### config.mk
export PLATFORM = sky130hd
export DESIGN_NAME = lockwd_top
export DESIGN_NICKNAME = d
export VERILOG_FILES = /design/src/rtl/lockwd_pkg.sv /design/src/rtl/lockwd_regs.sv /design/src/rtl/lockwd_counter.sv /design/src/rtl/lockwd_top.sv
export SDC_FILE = /design/constraint.sdc
export NUM_CORES = 1
export LEC_CHECK = 0
export BUFFER_PORTS_ARGS = -buffer_cell sky130_fd_sc_hd__buf_4
export CORE_MARGIN = 2
export CORE_UTILIZATION = 39
export CTS_CLUSTER_DIAMETER = 120
export DETAILED_ROUTE_END_ITERATION = 16
export GPL_TIMING_DRIVEN = 0
export PLACE_DENSITY_LB_ADDON = 0.15
export SLEW_MARGIN = 20
export SYNTH_ARGS = -nofsm -noshare
export SYNTH_HDL_FRONTEND = slang
export SYNTH_SLANG_ARGS = --single-unit
### constraint.sdc
create_clock -name clk -period 4.28 [get_ports clk]
set_input_delay 1.284 -clock clk [delete_from_list [all_inputs] [get_ports clk]]
set_output_delay 1.284 -clock clk [all_outputs]
set_load 0.05 [all_outputs]
### src/rtl/lockwd_pkg.sv
package lockwd_pkg;

    localparam int DATA_W = 32;
    localparam int ADDR_W = 12;

    localparam logic [ADDR_W-1:0] OFS_LOAD = 12'h000;
    localparam logic [ADDR_W-1:0] OFS_CTRL = 12'h008;
    localparam logic [ADDR_W-1:0] OFS_KICK = 12'h00C;
    localparam logic [ADDR_W-1:0] OFS_KEY  = 12'hC00;

    localparam logic [DATA_W-1:0] UNLOCK_KEY = 32'h1ACC_E551;
    localparam logic [DATA_W-1:0] LOAD_RESET = '1;

    typedef enum logic [2:0] {
        SEL_LOAD,
        SEL_CTRL,
        SEL_KICK,
        SEL_KEY,
        SEL_NONE
    } sel_e;

    // bit 0 = run, bit 1 = reset enable
    typedef struct packed {
        logic rst_en;
        logic run_en;
    } ctrl_t;

    function automatic sel_e decode(input logic [ADDR_W-1:0] a);
        case (a)
            OFS_LOAD: return SEL_LOAD;
            OFS_CTRL: return SEL_CTRL;
            OFS_KICK: return SEL_KICK;
            OFS_KEY:  return SEL_KEY;
            default:  return SEL_NONE;
        endcase
    endfunction

    function automatic logic [DATA_W-1:0] at_least_one(input logic [DATA_W-1:0] v);
        return (v == '0) ? {{(DATA_W-1){1'b0}}, 1'b1} : v;
    endfunction

endpackage

### src/rtl/lockwd_regs.sv
module lockwd_regs
    import lockwd_pkg::*;
(
    input  logic              clk,
    input  logic              rst,
    input  logic              bus_valid,
    input  logic              bus_write,
    input  logic [ADDR_W-1:0] bus_addr,
    input  logic [DATA_W-1:0] bus_wdata,
    output logic [DATA_W-1:0] bus_rdata,
    output logic [DATA_W-1:0] load_q,
    output ctrl_t             ctrl_q,
    output logic              locked_q,
    output logic              reload_req,
    output logic              kick_req,
    output logic [DATA_W-1:0] reload_val
);

    sel_e sel;
    logic wr;
    logic wr_open;

    assign sel     = decode(bus_addr);
    assign wr      = bus_valid && bus_write;
    assign wr_open = wr && !locked_q;

    assign kick_req   = wr_open && (sel == SEL_KICK);
    assign reload_req = wr_open && (sel == SEL_KICK || sel == SEL_LOAD);
    assign reload_val = (sel == SEL_LOAD) ? at_least_one(bus_wdata) : at_least_one(load_q);

    always_ff @(posedge clk) begin
        if (rst) begin
            load_q   <= LOAD_RESET;
            ctrl_q   <= '0;
            locked_q <= 1'b0;
        end else begin
            if (wr && sel == SEL_KEY)
                locked_q <= (bus_wdata != UNLOCK_KEY);
            if (wr_open && sel == SEL_LOAD)
                load_q <= bus_wdata;
            if (wr_open && sel == SEL_CTRL)
                ctrl_q <= ctrl_t'(bus_wdata[1:0]);
        end
    end

    always_comb begin
        bus_rdata = '0;
        case (sel)
            SEL_LOAD: bus_rdata = load_q;
            SEL_CTRL: bus_rdata[1:0] = ctrl_q;
            SEL_KEY:  bus_rdata[0] = locked_q;
            default:  bus_rdata = '0;
        endcase
    end

endmodule

### src/rtl/lockwd_counter.sv
module lockwd_counter
    import lockwd_pkg::*;
(
    input  logic              clk,
    input  logic              rst,
    input  logic              tick_en,
    input  logic              run_en,
    input  logic              rst_en,
    input  logic              reload_req,
    input  logic              kick_req,
    input  logic [DATA_W-1:0] reload_val,
    input  logic [DATA_W-1:0] load_val,
    output logic              pending_q,
    output logic              pulse_q
);

    logic [DATA_W-1:0] cnt_q;
    logic              step;
    logic              expire;

    assign step   = run_en && tick_en;
    assign expire = step && (cnt_q <= {{(DATA_W-1){1'b0}}, 1'b1});

    always_ff @(posedge clk) begin
        if (rst) begin
            cnt_q     <= LOAD_RESET;
            pending_q <= 1'b0;
            pulse_q   <= 1'b0;
        end else begin
            pulse_q <= 1'b0;
            if (reload_req) begin
                cnt_q <= reload_val;
                if (kick_req)
                    pending_q <= 1'b0;
            end else if (expire) begin
                cnt_q <= at_least_one(load_val);
                if (pending_q)
                    pulse_q <= rst_en;
                else
                    pending_q <= 1'b1;
            end else if (step) begin
                cnt_q <= cnt_q - 1'b1;
            end
        end
    end

endmodule

### src/rtl/lockwd_top.sv
module lockwd_top
    import lockwd_pkg::*;
(
    input  logic              clk,
    input  logic              rst,
    input  logic              bus_valid,
    input  logic              bus_write,
    input  logic [ADDR_W-1:0] bus_addr,
    input  logic [DATA_W-1:0] bus_wdata,
    output logic [DATA_W-1:0] bus_rdata,
    input  logic              tick_en,
    output logic              irq_o,
    output logic              wdog_rst_o
);

    logic [DATA_W-1:0] load_q;
    ctrl_t             ctrl_q;
    logic              locked;
    logic              reload_req;
    logic              kick_req;
    logic [DATA_W-1:0] reload_val;
    logic              pending;
    logic              ctrl_run;
    logic              ctrl_rst;

    assign ctrl_run = ctrl_q.run_en;
    assign ctrl_rst = ctrl_q.rst_en;

    lockwd_regs u_regs (
        .clk        (clk),
        .rst        (rst),
        .bus_valid  (bus_valid),
        .bus_write  (bus_write),
        .bus_addr   (bus_addr),
        .bus_wdata  (bus_wdata),
        .bus_rdata  (bus_rdata),
        .load_q     (load_q),
        .ctrl_q     (ctrl_q),
        .locked_q   (locked),
        .reload_req (reload_req),
        .kick_req   (kick_req),
        .reload_val (reload_val)
    );

    lockwd_counter u_cnt (
        .clk        (clk),
        .rst        (rst),
        .tick_en    (tick_en),
        .run_en     (ctrl_run),
        .rst_en     (ctrl_rst),
        .reload_req (reload_req),
        .kick_req   (kick_req),
        .reload_val (reload_val),
        .load_val   (load_q),
        .pending_q  (pending),
        .pulse_q    (wdog_rst_o)
    );

    assign irq_o = pending && ctrl_run;

endmodule

-- Word-level counts from Yosys, hierarchy flattened
Cells that the tools add are included.
- register bits: 69
- input bits: 49
- output and inout port bits: 34
- logic and storage cells: 52
- $add $sub $neg: 1
- $lt $le $gt $ge: 1
- equality and inequality tests: 8
- multiplexer cells: 13
- bitwise operators: 2
- reduce and logical (&&, ||, !) cells: 20
- operator list (operator ; number):
    $mux W32 ; 6
    $logic_not A32 Y1 ; 2
    $le A32 B1 Y1 const B ; 1
    $ne A32 B29 Y1 const B ; 1
    $sub A32 B1 Y32 const B ; 1
    $mux W30 ; 1
    $eq A12 B4 Y1 const B ; 2
    $eq A12 B12 Y1 const B ; 1
    $logic_not A12 Y1 ; 1
    $pmux W3 S4 ; 1
    $logic_and A1 B1 Y1 ; 10
    $eq A3 B2 Y1 const B ; 2
    $reduce_or A4 Y1 ; 1
    $eq A3 B1 Y1 const B ; 1
    $logic_not A3 Y1 ; 1
    $mux W1 ; 3
    $pmux W1 S3 ; 1
    $reduce_bool A3 Y1 ; 1
    $ne A2 B1 Y1 const B ; 1
    $not A1 Y1 ; 2
    $pmux W1 S2 ; 1
    $reduce_and A2 Y1 ; 1
    $reduce_bool A2 Y1 ; 1
    $logic_not A1 Y1 ; 1
    $logic_or A1 B1 Y1 ; 1

-- Longest topological paths before layout
- word-level depth: 7
- depth in mapped cells: 9
- mapped depth without buffers: 8

-- By module
A second synthesis with hierarchy kept.
- cell total of the unflattened synthesis: 618
- area, all modules: 4901.0 um^2
- modules (own cells, without submodules) (module ; times used ; cells an instance ; area each (um^2) ; seq. area each (um^2)):
    lockwd_counter ; 1 ; 367 ; 2711.4 ; 680.7
    lockwd_regs ; 1 ; 250 ; 2183.3 ; 700.7
    lockwd_top ; 1 ; 1 ; 6.3 ; 0.0

-- Least setup slack after synthesis
OpenSTA, ideal clock, no wires.
- kind: input -> output
- start point: input port bus_addr[1]
- end point: output port bus_rdata[0]
- data arrival time: 3.242 ns
- data required time: 2.996 ns
- path slack: -0.246 ns
- cell stages on the path: 3
- path buffers: 0
- path through: nor4_2 -> nand3_1 -> o32ai_1
- longest elaborated chain between the ends: 4
- elaborated cells on any way between the ends: 9
- those cells by class: 5 x eq/ne; 2 x mux; 2 x reduce/logical
- RTL lines (item ; line ; text):
    from (decl) ; lockwd_top.sv:8 ; input logic [ADDR_W-1:0] bus_addr,
    $eq A12 B12 Y1 (tied with other cells) ; lockwd_pkg.sv:29 ; case (a)
    $pmux W3 S4 (*) ; lockwd_pkg.sv:29 ;
    $eq A3 B2 Y1 (tied with other cells) ; lockwd_regs.sv:48 ; case (sel)
    $pmux W1 S3 (*) ; lockwd_regs.sv:48 ;
    to (decl) ; lockwd_top.sv:10 ; output logic [DATA_W-1:0] bus_rdata,
Mark *: on every way between the ends. The rest lies on a longest branch, timed or not.

-- Worst setup path after layout
- start point: input port bus_addr[1]
- end point: output port bus_rdata[30]
- longest elaborated chain between the ends: 4
- elaborated cells on any way between the ends: 7
- those cells by class: 3 x eq/ne; 2 x mux; 2 x reduce/logical
- RTL lines (item ; line):
    $eq A12 B12 Y1 (tied with other cells) ; lockwd_pkg.sv:29
    $pmux W3 S4 (*) ; lockwd_pkg.sv:29
    $logic_not A3 Y1 (*) ; lockwd_regs.sv:48
    $mux W30 (*) ; lockwd_regs.sv:48
Marks and branches as above.

==> results.cfg <==
[outcome]
status = finished, final reports clean

[timing]
tightest_slew_ns = 0.829
grt_setup_unrepaired = false
slew_headroom = 0.442
finalHoldViolations = 0
finalSetupTns_ns = 0
drv_slew = 0
max_freq_ghz = 0.242
setup_violations = 0
skew_ns = 0.00599
finalWorstPathRequiredPeriod_ns = 4.13
post-route-period-util = 0.964

[placed_design]
dpl.cell_count = 779
gp_congestion = 0.968
dpl_cell_area_um2 = 5180
numPortBuffers = 79
place_hpwl_um = 12200

[routing]
vias_per_cell = 6.04
wl_met3_um = 1510
wl_met2_um = 6980
vias = 4791
maxUsedRoutingLayer = met4
wl_per_cell_um = 19.9
wl_um = 15800
met1_length_um = 7090
dr.first_iter.drc_count = 451
firstDrtPassIters = 5
drc = 0
ant_nets = 0

[logic_synthesis]
syn_area_per_cell_um2 = 7.85
ys.flop_type = dfxtp_1
async_flop_share = 0
synthCells = 560
synth_edf_count = 0
synth_nets = 611
synth_seq_area_share = 0.314
synth-seq-cells = 69
yosysWarnings = 0
synth_cell_types = 63
syn_area_um2 = 4400

[setup_path]
cp_max_fo = 11
required_ns = 3.00
critical_path_class = in2out
end_kind = output port
crit_arrival_ns = 2.84
reg2reg_depth = 7
startpoint_type = input pin

[cells_and_area]
diodes = 0
final-seq-area_um2 = 1380
area_growth_pct = 25.0
final_nets = 700
fin_cells = 793
multi_input_area_um2 = 2880
design_area_um2 = 5500
layout-drive-gt1-share = 0.194
nFillCells = 1069

[clock_network]
cts-root-buf = clkbuf_16
cts.clk_slew.worst_paths_ns = 0.06
post_cts_buffers = 0
cts_max_level = 3
cts_tree = yes
cts.sinks = 69
cts_max_path_buffers = 2
numCtsBuffers = 9
insertion_delay_ns = 0.33

[min_path]
whs_path_depth = 2
hold_path.class = reg2reg

[grt]
antenna_found_initial = 0
overflow = 0
grt_start_max_net_pins = 12
grt_usage = 0.268
grt_pass1_wl_um = 24600
grt_pass1_vias = 4406

[power_and_ir_drop]
power.density_nw_per_um2 = 272
power.leakage_uw = 0.00197
ir_drop_mv = 0.228
total_power_uw = 1490

[die]
io_pins = 83
die_y_um = 110
start_util = 0.402
die_x_um = 110
die_area_um2 = 12100
coreArea_um2 = 10900
rows = 38

[run]
cap_violations = 0
[timing repair]
action | 4_1_cts | 5_1_grt
setup endpoints to repair | 30 | 11
hold buffers | 0 | 0
resized for setup | 4 | 3
hold endpoints to repair | 0 | 0
[routing by layer]
layer  vias up  GRT usage
met3        17     0.0423
met4         0     0.0643
li1       2260          -
met1      2254      0.397
met5         -          0
met2       260      0.407
[worst max-delay path: stages]
cell and delay [ns]:
buf_4 0.12, nor4_4 0.39, and4_4 0.40, clkbuf_1 0.27, and2_1 0.18, buf_4 0.20
[through the flow]
step	worst slack, ns	hold WS [ns]	util
after floorplan	0.0794	0.427	-
after global placement	-0.361	0.448	0.473
after detailed placement	-0.363	0.457	0.473
after CTS	0.0414	0.467	0.502
after global routing	0.0610	0.505	0.503
final	0.152	0.464	0.503
[cell type report]
| class | instances | share of cell area |
|---|---|---|
| tap | 140 | 0.0319 |
| sequential | 69 | 0.251 |
| timing repair buffer | 79 | 0.108 |
| buffer | 35 | 0.0291 |
| clock buffer | 11 | 0.0460 |
| clock inverter | 4 | 0.00865 |
| inverter | 3 | 0.00205 |
| multi-input combinational | 452 | 0.523 |
[cells by family after synthesis]
family / Yosys count / synth area share
adders and majority gates: 2 / 0.00569
xor gates and xnor gates: 17 / 0.0339
muxes: 6 / 0.0137
buffers and inverters: 39 / 0.0393
DFF: 69 / 0.314
and+or+nand+nor: 272 / 0.350
AOI/OAI and AO/OA: 155 / 0.243
[cell usage in the layout, fill, tap and decap left out, drive strengths merged, types with 2 or more instances in the layout]
cell | synthesis | routed
a21oi | 37 | 37
or4 | 4 | 4
a221oi | 2 | 2
and4 | 5 | 5
a211o | 34 | 34
o211ai | 5 | 5
o21a | 3 | 3
or2 | 2 | 2
and3b | 4 | 4
inv | 3 | 3
o31ai | 17 | 17
o21ai | 36 | 36
or3 | 10 | 10
a2bb2oi | 2 | 2
o22ai | 2 | 2
clkbuf | 26 | 36
xor2 | 12 | 12
and2 | 32 | 32
nand3b | 2 | 2
ha | 2 | 2
and3 | 4 | 4
nand3 | 9 | 9
buf | 10 | 89
nand2 | 23 | 23
nor4 | 27 | 27
clkinv | 0 | 2
nor2b | 33 | 33
nand4 | 14 | 14
nor3 | 22 | 22
mux2i | 6 | 6
o221ai | 2 | 2
dfxtp | 69 | 69
xnor2 | 5 | 5
nor2 | 76 | 76
nor4b | 2 | 2
a21o | 2 | 2
[report_power, final]
part,total (µW),switching [µW],internal (µW),leakage [µW]
sequential,647,3.06,644,0.000559
combinational,90.5,51.2,39.3,0.00126
clock,755,278,477,0.000147
[path summary, 6_finish.rpt]
path | endpoint | from | slack [ns]
worst max register to register | u_cnt.cnt_q[19] | u_cnt.cnt_q[8] | 1.36
worst max-delay path | bus_rdata[30] | bus_addr[1] | 0.15
worst min register to register | u_cnt.pulse_q | u_regs.ctrl_q[1] | 0.46
worst min-delay path | u_cnt.pulse_q | u_regs.ctrl_q[1] | 0.46
[sequential cells by signal (all words and copies together) (netlist names)]
register	flops
u_regs.ctrl_q	2
u_cnt.cnt_q	32
u_regs.locked_q	1
u_cnt.pending_q	1
u_cnt.pulse_q	1
u_regs.load_q	32
[Yosys cell counts (2+ instances only)]
library cell   n  share of area
nor2_1        76          0.065
dfxtp_1       69           0.31
a21oi_1       37          0.042
a211o_1       34          0.068
nor2b_1       33          0.047
and2_1        32          0.046
o21ai_0       31          0.035
clkbuf_1      26          0.022
nor4_1        23          0.033
nand2_1       22          0.019
nor3_1        20          0.023
nand4_1       14          0.020
o31ai_1       13          0.022
xor2_1        12          0.024
or3_1         10          0.014
nand3_1        9          0.010
buf_2          6         0.0068
mux2i_1        6          0.014
and4_1         5          0.010
o211ai_1       5         0.0085
o21ai_1        5         0.0057
xnor2_1        5          0.010
and3_1         4         0.0057
and3b_1        4         0.0080
o31ai_2        4          0.011
inv_1          3         0.0026
nor4_2         3         0.0085
o21a_1         3         0.0051
or4_1          3         0.0051
a21o_1         2         0.0034
a2bb2oi_1      2         0.0040
buf_6          2         0.0051
ha_1           2         0.0057
nand3b_1       2         0.0034
nor3_2         2         0.0046
o221ai_1       2         0.0040
o22ai_1        2         0.0028
or2_2          2         0.0028
Note: power is estimated with default switching activity, not from simulation.
